===== src/rtl/asc_pkg.sv =====
package asc_pkg;
  typedef enum logic [2:0] {
    SEL_TRIG  = 3'd0,
    SEL_RANGE = 3'd2,
    SEL_MUX   = 3'd4,
    SEL_CTRL  = 3'd6
  } asc_sel_e;

  localparam int CTL_W     = 7;
  localparam int CTL_SW    = 0;
  localparam int CTL_PACER = 1;
  localparam int CTL_EXT   = 2;
  localparam int CTL_GATE  = 3;
  localparam int CTL_IRQ   = 4;
  localparam int CTL_MODE  = 5;
  localparam int CTL_CLK   = 6;

  localparam int DIFF_BIT  = 5;
endpackage


===== src/rtl/asc_regs.sv =====
module asc_regs
  import asc_pkg::*;
#(
  parameter int DW   = 16,
  parameter int CH_W = 4
) (
  input  logic             clk,
  input  logic             rst_n,
  input  logic             wr_en,
  input  logic [2:0]       wr_addr,
  input  logic [DW-1:0]    wr_data,
  output logic [CTL_W-1:0] ctrl_q,
  output logic [CH_W-1:0]  first_q,
  output logic [CH_W-1:0]  last_q,
  output logic             mux_wr,
  output logic             range_wr,
  output logic             sw_strobe
);
  localparam int FIELD_W = DW / 2;

  always_comb begin
    mux_wr    = wr_en && (wr_addr == SEL_MUX);
    range_wr  = wr_en && (wr_addr == SEL_RANGE);
    sw_strobe = wr_en && (wr_addr == SEL_TRIG);
  end

  always_ff @(posedge clk) begin
    if (!rst_n) begin
      ctrl_q  <= '0;
      first_q <= '0;
      last_q  <= '0;
    end else begin
      if (wr_en && (wr_addr == SEL_CTRL))
        ctrl_q <= wr_data[CTL_W-1:0];
      if (mux_wr) begin
        first_q <= wr_data[CH_W-1:0];
        last_q  <= wr_data[FIELD_W+CH_W-1:FIELD_W];
      end
    end
  end
endmodule


===== src/rtl/asc_range_mem.sv =====
module asc_range_mem
  import asc_pkg::*;
#(
  parameter int CH_W = 4,
  parameter int RW   = 6
) (
  input  logic            clk,
  input  logic            rst_n,
  input  logic            we,
  input  logic [CH_W-1:0] waddr,
  input  logic [RW-1:0]   wdata,
  input  logic [CH_W-1:0] raddr,
  output logic [RW-1:0]   rdata
);
  localparam int NCH = 1 << CH_W;

  function automatic logic [RW-1:0] legal_code(input logic [CH_W-1:0] ch,
                                               input logic [RW-1:0] code);
    logic [RW-1:0] c;
    c = code;
    if (ch[0]) c[DIFF_BIT] = 1'b0;
    return c;
  endfunction

  logic [RW-1:0] mem [NCH];

  for (genvar g = 0; g < NCH; g++) begin : g_ent
    always_ff @(posedge clk) begin
      if (!rst_n)
        mem[g] <= '0;
      else if (we && (waddr == CH_W'(g)))
        mem[g] <= legal_code(CH_W'(g), wdata);
    end
  end

  assign rdata = mem[raddr];
endmodule


===== src/rtl/asc_scan_ptr.sv =====
module asc_scan_ptr #(
  parameter int CH_W = 4
) (
  input  logic            clk,
  input  logic            rst_n,
  input  logic            load,
  input  logic [CH_W-1:0] first,
  input  logic [CH_W-1:0] last,
  input  logic [CH_W-1:0] load_val,
  input  logic            advance,
  output logic [CH_W-1:0] ptr
);
  function automatic logic [CH_W-1:0] step(input logic [CH_W-1:0] cur,
                                           input logic [CH_W-1:0] lo,
                                           input logic [CH_W-1:0] hi);
    return (cur == hi) ? lo : cur + 1'b1;
  endfunction

  always_ff @(posedge clk) begin
    if (!rst_n)
      ptr <= '0;
    else if (load)
      ptr <= load_val;
    else if (advance)
      ptr <= step(ptr, first, last);
  end
endmodule


===== src/rtl/asc_trig.sv =====
module asc_trig
  import asc_pkg::*;
(
  input  logic             clk,
  input  logic             rst_n,
  input  logic [CTL_W-1:0] ctrl,
  input  logic             sw_strobe,
  input  logic             pacer_tick,
  input  logic             ext_trig,
  input  logic             ext_gate,
  input  logic             busy,
  output logic             sw_hit,
  output logic             pacer_hit,
  output logic             ext_hit,
  output logic             fire
);
  logic ext_q;

  always_ff @(posedge clk) begin
    if (!rst_n) ext_q <= 1'b0;
    else        ext_q <= ext_trig;
  end

  always_comb begin
    sw_hit    = ctrl[CTL_SW] && sw_strobe;
    pacer_hit = ctrl[CTL_PACER] && pacer_tick && (!ctrl[CTL_GATE] || ext_gate);
    ext_hit   = ctrl[CTL_EXT] && ext_trig && !ext_q;
    fire      = !busy && (sw_hit || pacer_hit || ext_hit);
  end
endmodule


===== src/rtl/asc_scan_seq.sv =====
module asc_scan_seq
  import asc_pkg::*;
#(
  parameter int DW   = 16,
  parameter int CH_W = 4,
  parameter int SW   = 12,
  parameter int RW   = 6
) (
  input  logic             clk,
  input  logic             rst_n,
  input  logic             wr_en,
  input  logic [2:0]       wr_addr,
  input  logic [DW-1:0]    wr_data,
  input  logic             pacer_tick,
  input  logic             ext_trig,
  input  logic             ext_gate,
  input  logic             adc_done,
  input  logic [SW-1:0]    adc_data,
  output logic             adc_start,
  output logic [CH_W-1:0]  adc_ch,
  output logic [RW-1:0]    adc_range,
  output logic             smp_valid,
  output logic [DW-1:0]    smp_data,
  output logic [CTL_W-1:0] ctrl_out
);
  function automatic logic [DW-1:0] tag(input logic [CH_W-1:0] ch,
                                        input logic [SW-1:0] v);
    return {ch, v};
  endfunction

  logic [CH_W-1:0] first_q, last_q, ptr;
  logic            mux_wr, range_wr, sw_strobe;
  logic [RW-1:0]   rng_rd;
  logic            busy, fire, complete;
  logic            sw_hit, pacer_hit, ext_hit;
  logic [CH_W-1:0] conv_ch;
  logic [RW-1:0]   conv_rng;

  asc_regs #(.DW(DW), .CH_W(CH_W)) u_regs (
    .clk(clk), .rst_n(rst_n), .wr_en(wr_en), .wr_addr(wr_addr),
    .wr_data(wr_data), .ctrl_q(ctrl_out), .first_q(first_q),
    .last_q(last_q), .mux_wr(mux_wr), .range_wr(range_wr),
    .sw_strobe(sw_strobe)
  );

  asc_range_mem #(.CH_W(CH_W), .RW(RW)) u_rng (
    .clk(clk), .rst_n(rst_n), .we(range_wr), .waddr(first_q),
    .wdata(wr_data[RW-1:0]), .raddr(ptr), .rdata(rng_rd)
  );

  asc_scan_ptr #(.CH_W(CH_W)) u_ptr (
    .clk(clk), .rst_n(rst_n), .load(mux_wr), .first(first_q),
    .last(last_q), .load_val(wr_data[CH_W-1:0]), .advance(fire), .ptr(ptr)
  );

  asc_trig u_trig (
    .clk(clk), .rst_n(rst_n), .ctrl(ctrl_out), .sw_strobe(sw_strobe),
    .pacer_tick(pacer_tick), .ext_trig(ext_trig), .ext_gate(ext_gate),
    .busy(busy), .sw_hit(sw_hit), .pacer_hit(pacer_hit),
    .ext_hit(ext_hit), .fire(fire)
  );

  assign complete = busy && adc_done;

  always_ff @(posedge clk) begin
    if (!rst_n) begin
      busy      <= 1'b0;
      adc_start <= 1'b0;
      conv_ch   <= '0;
      conv_rng  <= '0;
      smp_valid <= 1'b0;
      smp_data  <= '0;
    end else begin
      adc_start <= fire;
      smp_valid <= complete;
      if (fire) begin
        busy     <= 1'b1;
        conv_ch  <= ptr;
        conv_rng <= rng_rd;
      end else if (complete) begin
        busy <= 1'b0;
      end
      if (complete)
        smp_data <= tag(conv_ch, adc_data);
    end
  end

  assign adc_ch    = conv_ch;
  assign adc_range = conv_rng;
endmodule


===== config.mk =====
export PLATFORM = sky130hd
export DESIGN_NAME = asc_scan_seq
export DESIGN_NICKNAME = d
export VERILOG_FILES = /design/src/rtl/asc_pkg.sv /design/src/rtl/asc_regs.sv /design/src/rtl/asc_range_mem.sv /design/src/rtl/asc_scan_ptr.sv /design/src/rtl/asc_trig.sv /design/src/rtl/asc_scan_seq.sv
export SDC_FILE = /design/constraint.sdc
export NUM_CORES = 1
export LEC_CHECK = 0
export ABC_AREA = 1
export BUFFER_PORTS_ARGS = -buffer_cell sky130_fd_sc_hd__buf_2
export CORE_MARGIN = 3
export CORE_UTILIZATION = 58
export DETAILED_ROUTE_END_ITERATION = 6
export HOLD_SLACK_MARGIN = 0.15
export PLACE_DENSITY = 0.81
export SLEW_MARGIN = 20
export SYNTH_ARGS = -nofsm -noshare
export SYNTH_HDL_FRONTEND = slang
export SYNTH_SLANG_ARGS = --single-unit

===== constraint.sdc =====
create_clock -name clk -period 2.38 [get_ports clk]
set_clock_uncertainty 0.2 [all_clocks]
set_input_delay 0 -clock clk [delete_from_list [all_inputs] [get_ports clk]]
set_output_delay 0 -clock clk [all_outputs]
set_load 0.02 [all_outputs]

== Yosys cells after proc, flatten, opt, wreduce, memory -nomap -nowiden ==
Memories as Yosys holds them, arrays and structs flattened. A register that Yosys moved wholly into a read port is not among the register bits.
Cells that the tools add are included.
Word-level totals
  register bits: 43
  RAM bits: 96
  output and inout port bits: 35
  word-level logic and storage cells: 171
  memories kept: 1
Memory list
  u_rng.mem: words 16, width 6, rd ports 1, clocked after memory_dff 1, wr ports 16, RTL line asc_range_mem.sv:25  | logic [RW-1:0] mem [NCH];
Cells by class
  add/subtract/negate cells: 1
  eq/ne operators: 19
  muxes and demuxes: 86
  bitwise operators: 16
  reductions and logical operators: 38
Operator list (number)
  6-bit two-way mux: 16
  1-bit two-way mux: 67
  4-bit == test (second input constant): 8
  1-bit logical AND: 27
  4-bit by 3-bit == test with 1-bit output (second input constant): 4
  1-bit bitwise OR: 16
  4-bit two-way mux: 3
  4-bit by 2-bit == test with 1-bit output (second input constant): 2
  3-bit == test (second input constant): 2
  4-bit by 1-bit adder with 4-bit output (second input constant): 1
  4-bit by 1-bit == test with 1-bit output (second input constant): 1
  4-bit == test: 1
  1-bit zero test: 4
  4-bit zero test: 1
  2-bit nonzero test: 2
  3-bit by 2-bit == test with 1-bit output (second input constant): 1
  3-bit zero test: 1
  1-bit logical OR: 3

== Depth between registers and ports, before layout ==
Gate-level depths: netlist (run 1).
  depth in word-level cells: 8
  mapped depth: 11
  gate-level depth less buffers: 10

== By module ==
From an unflattened synthesis (run 1), not the netlist that was laid out.
Unflattened totals
  cells, all modules: 845
  area total of the unflattened synthesis: 6701.4 um^2
By module, submodules not included
  asc_range_mem: instances 1, cells each 512, area each 4399.2 um^2, sequential area each 2642.5 um^2
  asc_scan_seq: instances 1, cells each 154, area each 1098.6 um^2, sequential area each 580.6 um^2
  asc_regs: instances 1, cells each 101, area each 719.4 um^2, sequential area each 300.3 um^2
  asc_scan_ptr: instances 1, cells each 60, area each 392.9 um^2, sequential area each 80.1 um^2
  asc_trig: instances 1, cells each 18, area each 91.3 um^2, sequential area each 20.0 um^2

== Worst setup path before layout (run 1) ==
OpenSTA, ideal clock, no wires.
  path kind: register -> register
  start: reg u_regs.first_q[0]
  end: mem u_rng.mem[11][0] (enable)
  setup time: 0.374 ns
  data arrival time: 1.277 ns
  required time: 1.806 ns
  setup slack: 0.529 ns
  stages on the path, launching flop included: 5
  buffers on the path: 0
  clock period less this slack: 1.851 ns
  cell sequence: dfxtp_1 -> inv_1 -> nor3_2 -> inv_1 -> o21ai_0
RTL lines
  start, declared: RTL line asc_regs.sv:13  | output logic [CH_W-1:0] first_q,
  start signal, assigned: RTL line asc_regs.sv:36  | first_q <= wr_data[CH_W-1:0];
  end, declared: RTL line asc_range_mem.sv:25

== Worst setup path in the final report (run 1) ==
  start: reg u_ptr.ptr[0]
  end: reg u_ptr.ptr[1]
On the way
  cells in the longest elaborated chain, start to end: 4
  elaborated cells on any way between the ends: 5
RTL lines
  start, declared: RTL line asc_scan_ptr.sv:11  | output logic [CH_W-1:0] ptr
  start signal, assigned: RTL line asc_scan_ptr.sv:23  | ptr <= load_val;
  start signal, assigned: RTL line asc_scan_ptr.sv:25  | ptr <= step(ptr, first, last);
  4-bit by 1-bit adder with 4-bit output or 4-bit == test (tied branches): RTL line asc_scan_ptr.sv:16  | return (cur == hi) ? lo : cur + 1'b1;
  4-bit two-way mux (*): RTL line asc_scan_ptr.sv:16
  4-bit two-way mux (*): RTL line asc_scan_ptr.sv:24  | else if (advance)
  4-bit two-way mux (*): RTL line asc_scan_ptr.sv:22  | else if (load)
Every way passes the cells marked *; elsewhere a longest branch is shown, timed or not. The select of a mux whose other input is x is not followed.
A chain may end at the register's enable or synchronous reset.

==> results.txt, run 1 <==
----------------------------------------------------
[Worst setup path]
  Critical setup path kind ... reg -> reg
  Maximum fanout along the worst path ... 12
  Crit path DAT ... about 2.7 ns
  Nature of the critical path endpoint ... register
  Slowest cell delay on critical path ... about 0.57 ns
  Library cell appearing most often on the critical path ... sky130_fd_sc_hd__nand2_1
  Top cell family by delay on the critical path ... simple AND/OR/NAND/NOR gates
  Critical path cell sequence ... buf_12, nand2_1, nand2_1, nor2_4, nand2_2, nand2_1, nand2_1, nor2_1, nor2_2, nor2_1, dlygate4sd3_1
  Bufs and invs on worst path ... 2
  Req. time, crit path ... between 2 and 3 ns
  Setup crit start kind ... register
  Slowest stage cell on the critical path ... sky130_fd_sc_hd__dlygate4sd3_1

[Floorplan]
  Width of the die ... between 100 and 150 um
  Core area ... between 0.009 and 0.01 mm2
  Placement row count ... 36
  DIE AREA ... ~0.012 mm2
  Height of the chip ... about 110 um
  Effective utilization at floorplan ... 60.6%
  I/O pin count ... between 70 and 80

[Synth]
  Avg Cell Area, Syn ... ~9 um2
  Share of synthesized area spent on multiplexers ... 0%
  Post-synth top area cell ... sky130_fd_sc_hd__edfxtp_1
  Yosys top cell area share ... between 40% and 50%
  Fraction of the mapped netlist area in compound gates ... slightly below 10%
  Main combinational cell family by area after synthesis ... simple AND/OR/NAND/NOR gates
  Syn Nets ... between 700 and 800
  Sequential area share after synthesis ... about three fifths
  Post-Synthesis Cell Area ... between 0.006 and 0.007 mm2
  Basic-gate share of the synthesized area counting and, or, nand and nor cells ... a little under a quarter
  Post-synthesis share of cell area spent on full adders, half adders and majority gates ... less than 1%
  Largest cells by area after synthesis ... sky130_fd_sc_hd__edfxtp_1, sky130_fd_sc_hd__dfxtp_1, sky130_fd_sc_hd__nor2_1
  Yosys cell types ... 23
  Number of storage elements in the synthesis netlist ... between 100 and 150
  Cells after Synth ... slightly below 700
  Synth Warn # ... 0
  Area share of xor/xnor cells in the synthesized design ... 0.146%

[Cells and area]
  Final nets ... just under 900
  ANT cells ... 0
  Area Growth Syn to Fin ... 34.2%
  Final design instance area without fill ... between 0.008 and 0.009 mm2
  Layout cells sized above 1 ... between 15 and 20%
  Top library cells by usage in the layout, fill and taps aside ... sky130_fd_sc_hd__nor2_1, sky130_fd_sc_hd__edfxtp_1, sky130_fd_sc_hd__dlygate4sd3_1, sky130_fd_sc_hd__nand2_1, sky130_fd_sc_hd__o21ai_0
  Layout filler cell count ... 526
  Area of the multi-input gates ... just over 0.002 mm2
  Utilization after layout ... 81.3%
  Most common library cell in the layout ignoring fill and taps ... sky130_fd_sc_hd__nor2_1
  Combined flip-flop and latch cell area ... 0.00363 mm2

[Clock tree]
  # clock sinks ... about 140
  Number of clock buffers inserted by TritonCTS ... 17
  TritonCTS clock tree ... built
  H-tree levels ... 4
  Clk Latency, worst-skew pair ... approximately 0.55 ns
  Master cell of the clock root buffer ... sky130_fd_sc_hd__clkbuf_8
  Clock slew seen by the registers of the worst setup and hold paths ... 0.07 ns
  Maximum clock insertion buffer count ... 2

[Global routing]
  Overflow after GRT ... 0
  Global Route Usage Sum ... 36.0%
  Maximum number of pins on one net before global-route repair ... 50
  Vias in the first global route ... 5994
  Number of antenna violations at the first check in global routing ... 0
  Global-route wire length before repair ... ~31 mm

[Timing]
  Slew at the pin closest to its max-slew limit ... around 0.80 ns
  Post-layout min period ... between 2 and 2.5 ns
  Smallest setup slack after layout ... -0.0636 ns
  Tcrit/Tclk final ... 103%
  Total count of hold-check failures in the final report ... 0
  Slew headroom ... a little under half
  Timing-limited maximum frequency ... 409 MHz
  Setup-violating endpoint count in the final report ... 3
  Count of final max-slew check failures ... 0

[Placed design]
  Number of buffers added on ports ... 67
  Dpl hpwl ... 9.68 mm
  Gpl congestion ... between 0.9 and 1
  Cell area reported after detailed placement ... between 0.006 and 0.007 mm2

[Job]
  Maxcap violations ... 0

[Routing]
  Count of routing violations after the opening detailed-route iteration ... between 900 and 1000
  Routed via count divided by cell count ... between 6 and 7
  Total number of vias ... a little over 6000
  Number of antenna-violating nets in the routed design ... 0
  First drt pass iteration count ... 7
  Drt drc ... 2
  Final routed wire length divided by cell count ... 21.9 um
  Post-Route WL ... ~22 mm

[Power]
  P per Cell Area ... between 700 and 800 mW/mm2
  Leakage power summed over all cells ... 3.53 nW
  VDD IR-drop max ... 0.600 mV

[Hold path]
  Type of the worst min-delay path ... in -> reg

[Outcome]
  Run status ... complete, but fails checks
  Violated checks ... design-rule violations, negative setup slack

----------------------------------------------------
## final timing paths
check | start | to | slack [ns] | cells after the start
max | u_ptr.ptr[0]$_SDFFE_PN0P_ | u_ptr.ptr[1]$_SDFFE_PN0P_ | -0.06 | 11
max reg2reg | u_ptr.ptr[0]$_SDFFE_PN0P_ | u_ptr.ptr[1]$_SDFFE_PN0P_ | -0.06 | 11
min | adc_done | smp_valid$_SDFF_PN0_ | 0.22 | 4
min reg2reg | smp_data[13]$_SDFFE_PN0P_ | smp_data[13]$_SDFFE_PN0P_ | 0.26 | 2
## synthesized netlist by cell type
cell type,n
sky130_fd_sc_hd__nor2_1,200
sky130_fd_sc_hd__edfxtp_1,88
sky130_fd_sc_hd__nand2_1,82
sky130_fd_sc_hd__o21ai_0,73
sky130_fd_sc_hd__nand3_1,66
sky130_fd_sc_hd__dfxtp_1,49
sky130_fd_sc_hd__inv_1,42
sky130_fd_sc_hd__clkbuf_1,20
sky130_fd_sc_hd__a21oi_1,19
sky130_fd_sc_hd__a22o_1,12
sky130_fd_sc_hd__buf_2,11
sky130_fd_sc_hd__clkinv_1,7
sky130_fd_sc_hd__inv_2,4
sky130_fd_sc_hd__nor2_2,2
sky130_fd_sc_hd__a211oi_1,1
sky130_fd_sc_hd__a21oi_2,1
sky130_fd_sc_hd__buf_1,1
sky130_fd_sc_hd__buf_4,1
sky130_fd_sc_hd__ha_1,1
sky130_fd_sc_hd__nand3b_1,1
sky130_fd_sc_hd__nor3_2,1
sky130_fd_sc_hd__nor3_4,1
sky130_fd_sc_hd__xor2_1,1
## per-stage QoR
| step | setup WS [ns] | hold slack, ns | TNS [ns] | total power, mW | std cells |
|---|---|---|---|---|---|
| 2_1_floorplan | 0.529 | -0.102 | 0 | 2.94 | 684 |
| 3_3_place_gp | 0.513 | -0.000944 | 0 | 3.07 | 869 |
| 3_5_place_dp | 0.406 | 0.00941 | 0 | 3.09 | 869 |
| 4_1_cts | 0.0321 | 0.181 | 0 | 5.65 | 987 |
| 5_1_grt | -0.0768 | 0.224 | -0.118 | 5.95 | 990 |
| 6_report | -0.0636 | 0.216 | -0.0815 | 5.83 | 990 |
## timing repair
item | CTS | global route
setup endpoints to repair | 0 | 7
endpoints found under the hold margin | 215 | 0
buffers inserted | 0 | 2
resized for setup | 0 | 29
hold buffers | 86 | 0
## per-layer routing
| metal | part of all wire [%] | vias to the layer above | track usage, % |
|---|---|---|---|
| met5 | 0 | - | 0 |
| met4 | 8.5 | 0 | 24.6 |
| met3 | 13 | 193 | 8.52 |
| met2 | 48 | 634 | 60.0 |
| met1 | 31 | 2784 | 40.9 |
| li1 | - | 2593 | - |
## registers in the layout, summed over array words and instances (netlist names)
register	cells
u_rng.mem	88
smp_data	16
u_regs.ctrl_q	7
adc_range	6
adc_ch	4
u_ptr.ptr	4
u_regs.first_q	4
u_regs.last_q	4
adc_start	1
busy	1
smp_valid	1
u_trig.ext_q	1
## layout make-up
cell class	instances	area share, %
Clock buffer	20	5.81
Clock inverter	12	1.27
Inverter	53	2.70
Multi-Input combinational cell	461	25.6
Sequential cell	137	45.1
Tap cell	133	2.07
Timing Repair Buffer	174	17.4
## power by group
group          total, mW  internal, mW  switching [mW]
Combinational      0.588         0.218           0.370
Sequential          2.64          2.60          0.0432
Clock               2.60          1.44            1.16
Total               5.83          4.25            1.57
## worst register-to-register path, delay by kind of cell (launching register included)
family                 cells  cell delay, ns
AND/OR/NAND/NOR            9            1.06
buffers and inverters      2            0.73
flip-flops                 1            0.38
## kinds of logic (layout without fill, tap and decap cells)
| kind of cell | after synthesis | after routing |
|---|---|---|
| and+or+nand+nor | 353 | 353 |
| buffers and inverters | 86 | 259 |
| AOI/OAI and AO/OA | 106 | 106 |
| DFF | 137 | 137 |
| xor gates and xnor gates | 1 | 1 |
| adders and majority gates | 1 | 1 |
Power figures use the tool's default switching activity.
==> run 2, diff against run 1 <==
- SETUP_SLACK_MARGIN: default -> 0.15
- SLEW_MARGIN: 20 -> default
==> results.txt, run 2 (synthesis gave the netlist of run 1 again) <==
----------------------------------------------------
[Timing]
  Setup-violating endpoint count in the final report ... 0
  RSZ-0062 raised after global routing ... no
  Tcrit/Tclk final ... approximately nine tenths
  Count of final max-slew check failures ... 0
  Slew at the pin closest to its max-slew limit ... 0.780 ns
  Total count of hold-check failures in the final report ... 0
  Timing-limited maximum frequency ... 469 MHz
  Summed negative setup slack over all endpoints ... 0 ns
  Smallest setup slack after layout ... 0.249 ns
  Slew headroom ... between 40% and 50%
  Post-layout min period ... 2.13 ns

[Routing]
  Post-Route WL ... a little under 20 mm
  Drt drc ... 8
  Routed via count divided by cell count ... ~6
  Final routed wire length divided by cell count ... ~20 um
  Count of routing violations after the opening detailed-route iteration ... ~760
  Total number of vias ... ~6000
  Number of antenna-violating nets in the routed design ... 0
  First drt pass iteration count ... 7

[Global routing]
  Maximum number of pins on one net before global-route repair ... 50
  Global-route wire length before repair ... between 30 and 40 mm
  Global Route Usage Sum ... 35.0%
  Vias in the first global route ... 5929
  Number of antenna violations at the first check in global routing ... 0
  Overflow after GRT ... 0

[Outcome]
  Violated checks ... design-rule violations
  Run status ... complete, but fails checks

[Cells and area]
  Final nets ... just under 900
  Layout cells sized above 1 ... about 15%
  Layout filler cell count ... between 500 and 600
  Area Growth Syn to Fin ... 31.3%
  Most common library cell in the layout ignoring fill and taps ... sky130_fd_sc_hd__nor2_1
  Top library cells by usage in the layout, fill and taps aside ... sky130_fd_sc_hd__nor2_1, sky130_fd_sc_hd__edfxtp_1, sky130_fd_sc_hd__nand2_1, sky130_fd_sc_hd__dlygate4sd3_1, sky130_fd_sc_hd__o21ai_0
  Max FFs per register ... 88
  Most flop-heavy register ... u_rng.mem
  Largest registers ... u_rng.mem: 88 flops, smp_data: 16 flops, u_regs.ctrl_q: 7 flops
  ANT cells ... 0

[Clock tree]
  TritonCTS clock tree ... built
  # clock sinks ... between 100 and 150
  H-tree levels ... 4
  Master cell of the clock root buffer ... sky130_fd_sc_hd__clkbuf_8
  Clk Latency, worst-skew pair ... between 0.5 and 0.6 ns
  Number of clock buffers inserted by TritonCTS ... 17
  Clock slew seen by the registers of the worst setup and hold paths ... around 0.070 ns
  Maximum clock insertion buffer count ... 2

[Floorplan]
  Placement row count ... 36
  I/O pin count ... 73
  Effective utilization at floorplan ... approximately three fifths
  Core area ... 0.00991 mm2
  DIE AREA ... between 0.01 and 0.015 mm2
  Height of the chip ... 108 um
  Width of the die ... approximately 110 um

[Hold path]
  Type of the worst min-delay path ... in -> reg
  Hold path cells ... 4

[Power]
  P per Cell Area ... roughly 730 mW/mm2
  VDD IR-drop max ... between 0.4 and 0.5 mV
  Leakage power summed over all cells ... between 3 and 4 nW

[Worst setup path]
  WP depth ... 5
  Top cell family by delay on the critical path ... buffers and inverters
  Nature of the critical path endpoint ... register
  Cells on worst reg2reg path ... 5
  Critical setup path kind ... reg -> reg
  Critical path cell sequence ... nand2_1, nor2_2, buf_4, a22o_1, dlygate4sd3_1
  Setup crit start kind ... register
  Maximum fanout along the worst path ... 8
  Slowest stage cell on the critical path ... sky130_fd_sc_hd__dlygate4sd3_1
  Req. time, crit path ... about 2.7 ns
  Bufs and invs on worst path ... 2
  Slowest cell delay on critical path ... between 0.6 and 0.7 ns
  Crit path DAT ... ~2.4 ns

[Placed design]
  Dpl hpwl ... 9.68 mm
  Number of buffers added on ports ... 67
  Worst slack at placement ... between 0.4 and 0.5 ns
  Gpl congestion ... approximately 0.92

[Job]
  Maxcap violations ... 0

----------------------------------------------------
[run 2: final cells by class]
cell class	instances	area [um2]	share of cell area, %
multi-input combinational	461	2050	26.0
sequential	137	3620	46.0
clock inverter	12	103	1.30
timing repair buffer	165	1270	16.1
clock buffer	20	468	5.94
inverter	53	203	2.57
tap	133	166	2.11
[run 2: power breakdown]
part           total, mW  internal [mW]  switching, mW  leakage (nW)
clock network       2.55           1.44           1.12         0.284
logic              0.542          0.199          0.343          1.84
registers           2.64           2.60         0.0388          1.31
total               5.73           4.23           1.50          3.43
[run 2: final timing paths]
check                                  from                         to  slack [ns]
hold / removal                     adc_done       smp_valid$_SDFF_PN0_        0.20
setup reg to reg          busy$_SDFFE_PN0P_   smp_data[3]$_SDFFE_PN0P_        0.25
setup / recovery          busy$_SDFFE_PN0P_   smp_data[3]$_SDFFE_PN0P_        0.25
hold reg to reg   smp_data[13]$_SDFFE_PN0P_  smp_data[13]$_SDFFE_PN0P_        0.28
[run 2: tightest hold or removal path, stage by stage]
cell and delay (ns):
sky130_fd_sc_hd__dlygate4sd3_1 0.55, sky130_fd_sc_hd__buf_2 0.16, sky130_fd_sc_hd__nand2_1 0.09, sky130_fd_sc_hd__nor2_2 0.08
[run 2: layer usage]
metal  part of all wire, %  global-route usage [%]  vias to the layer above  wire [um]
li1                      -                       -                     2574          -
met1                    33                    39.7                     2684       6540
met2                    50                    58.4                      491       9840
met3                    11                    8.64                      113       2280
met4                   5.8                    22.8                        0       1160
met5                     0                       0                        -          0
[run 2: per-stage QoR]
| step | util, % | total power, mW | std cells | hold slack [ns] | cell area [um2] |
|---|---|---|---|---|---|
| floorplan | - | 2.94 | 684 | -0.102 | 6000 |
| global placement | 65.6 | 3.07 | 869 | -0.000944 | 6500 |
| detailed placement | 65.6 | 3.09 | 869 | 0.00941 | 6500 |
| CTS | 79.2 | 5.64 | 979 | 0.181 | 7850 |
| global route | 79.5 | 5.88 | 981 | 0.199 | 7880 |
| finish | 79.5 | 5.73 | 981 | 0.201 | 7880 |
[run 2: repair_timing]
| action | in CTS | in global routing |
|---|---|---|
| hold buffers | 78 | 3 |
| buffers inserted | 0 | 0 |
| setup endpoints to repair | 0 | 16 |
| endpoints found under the hold margin | 215 | 2 |
| resized for setup | 0 | 3 |
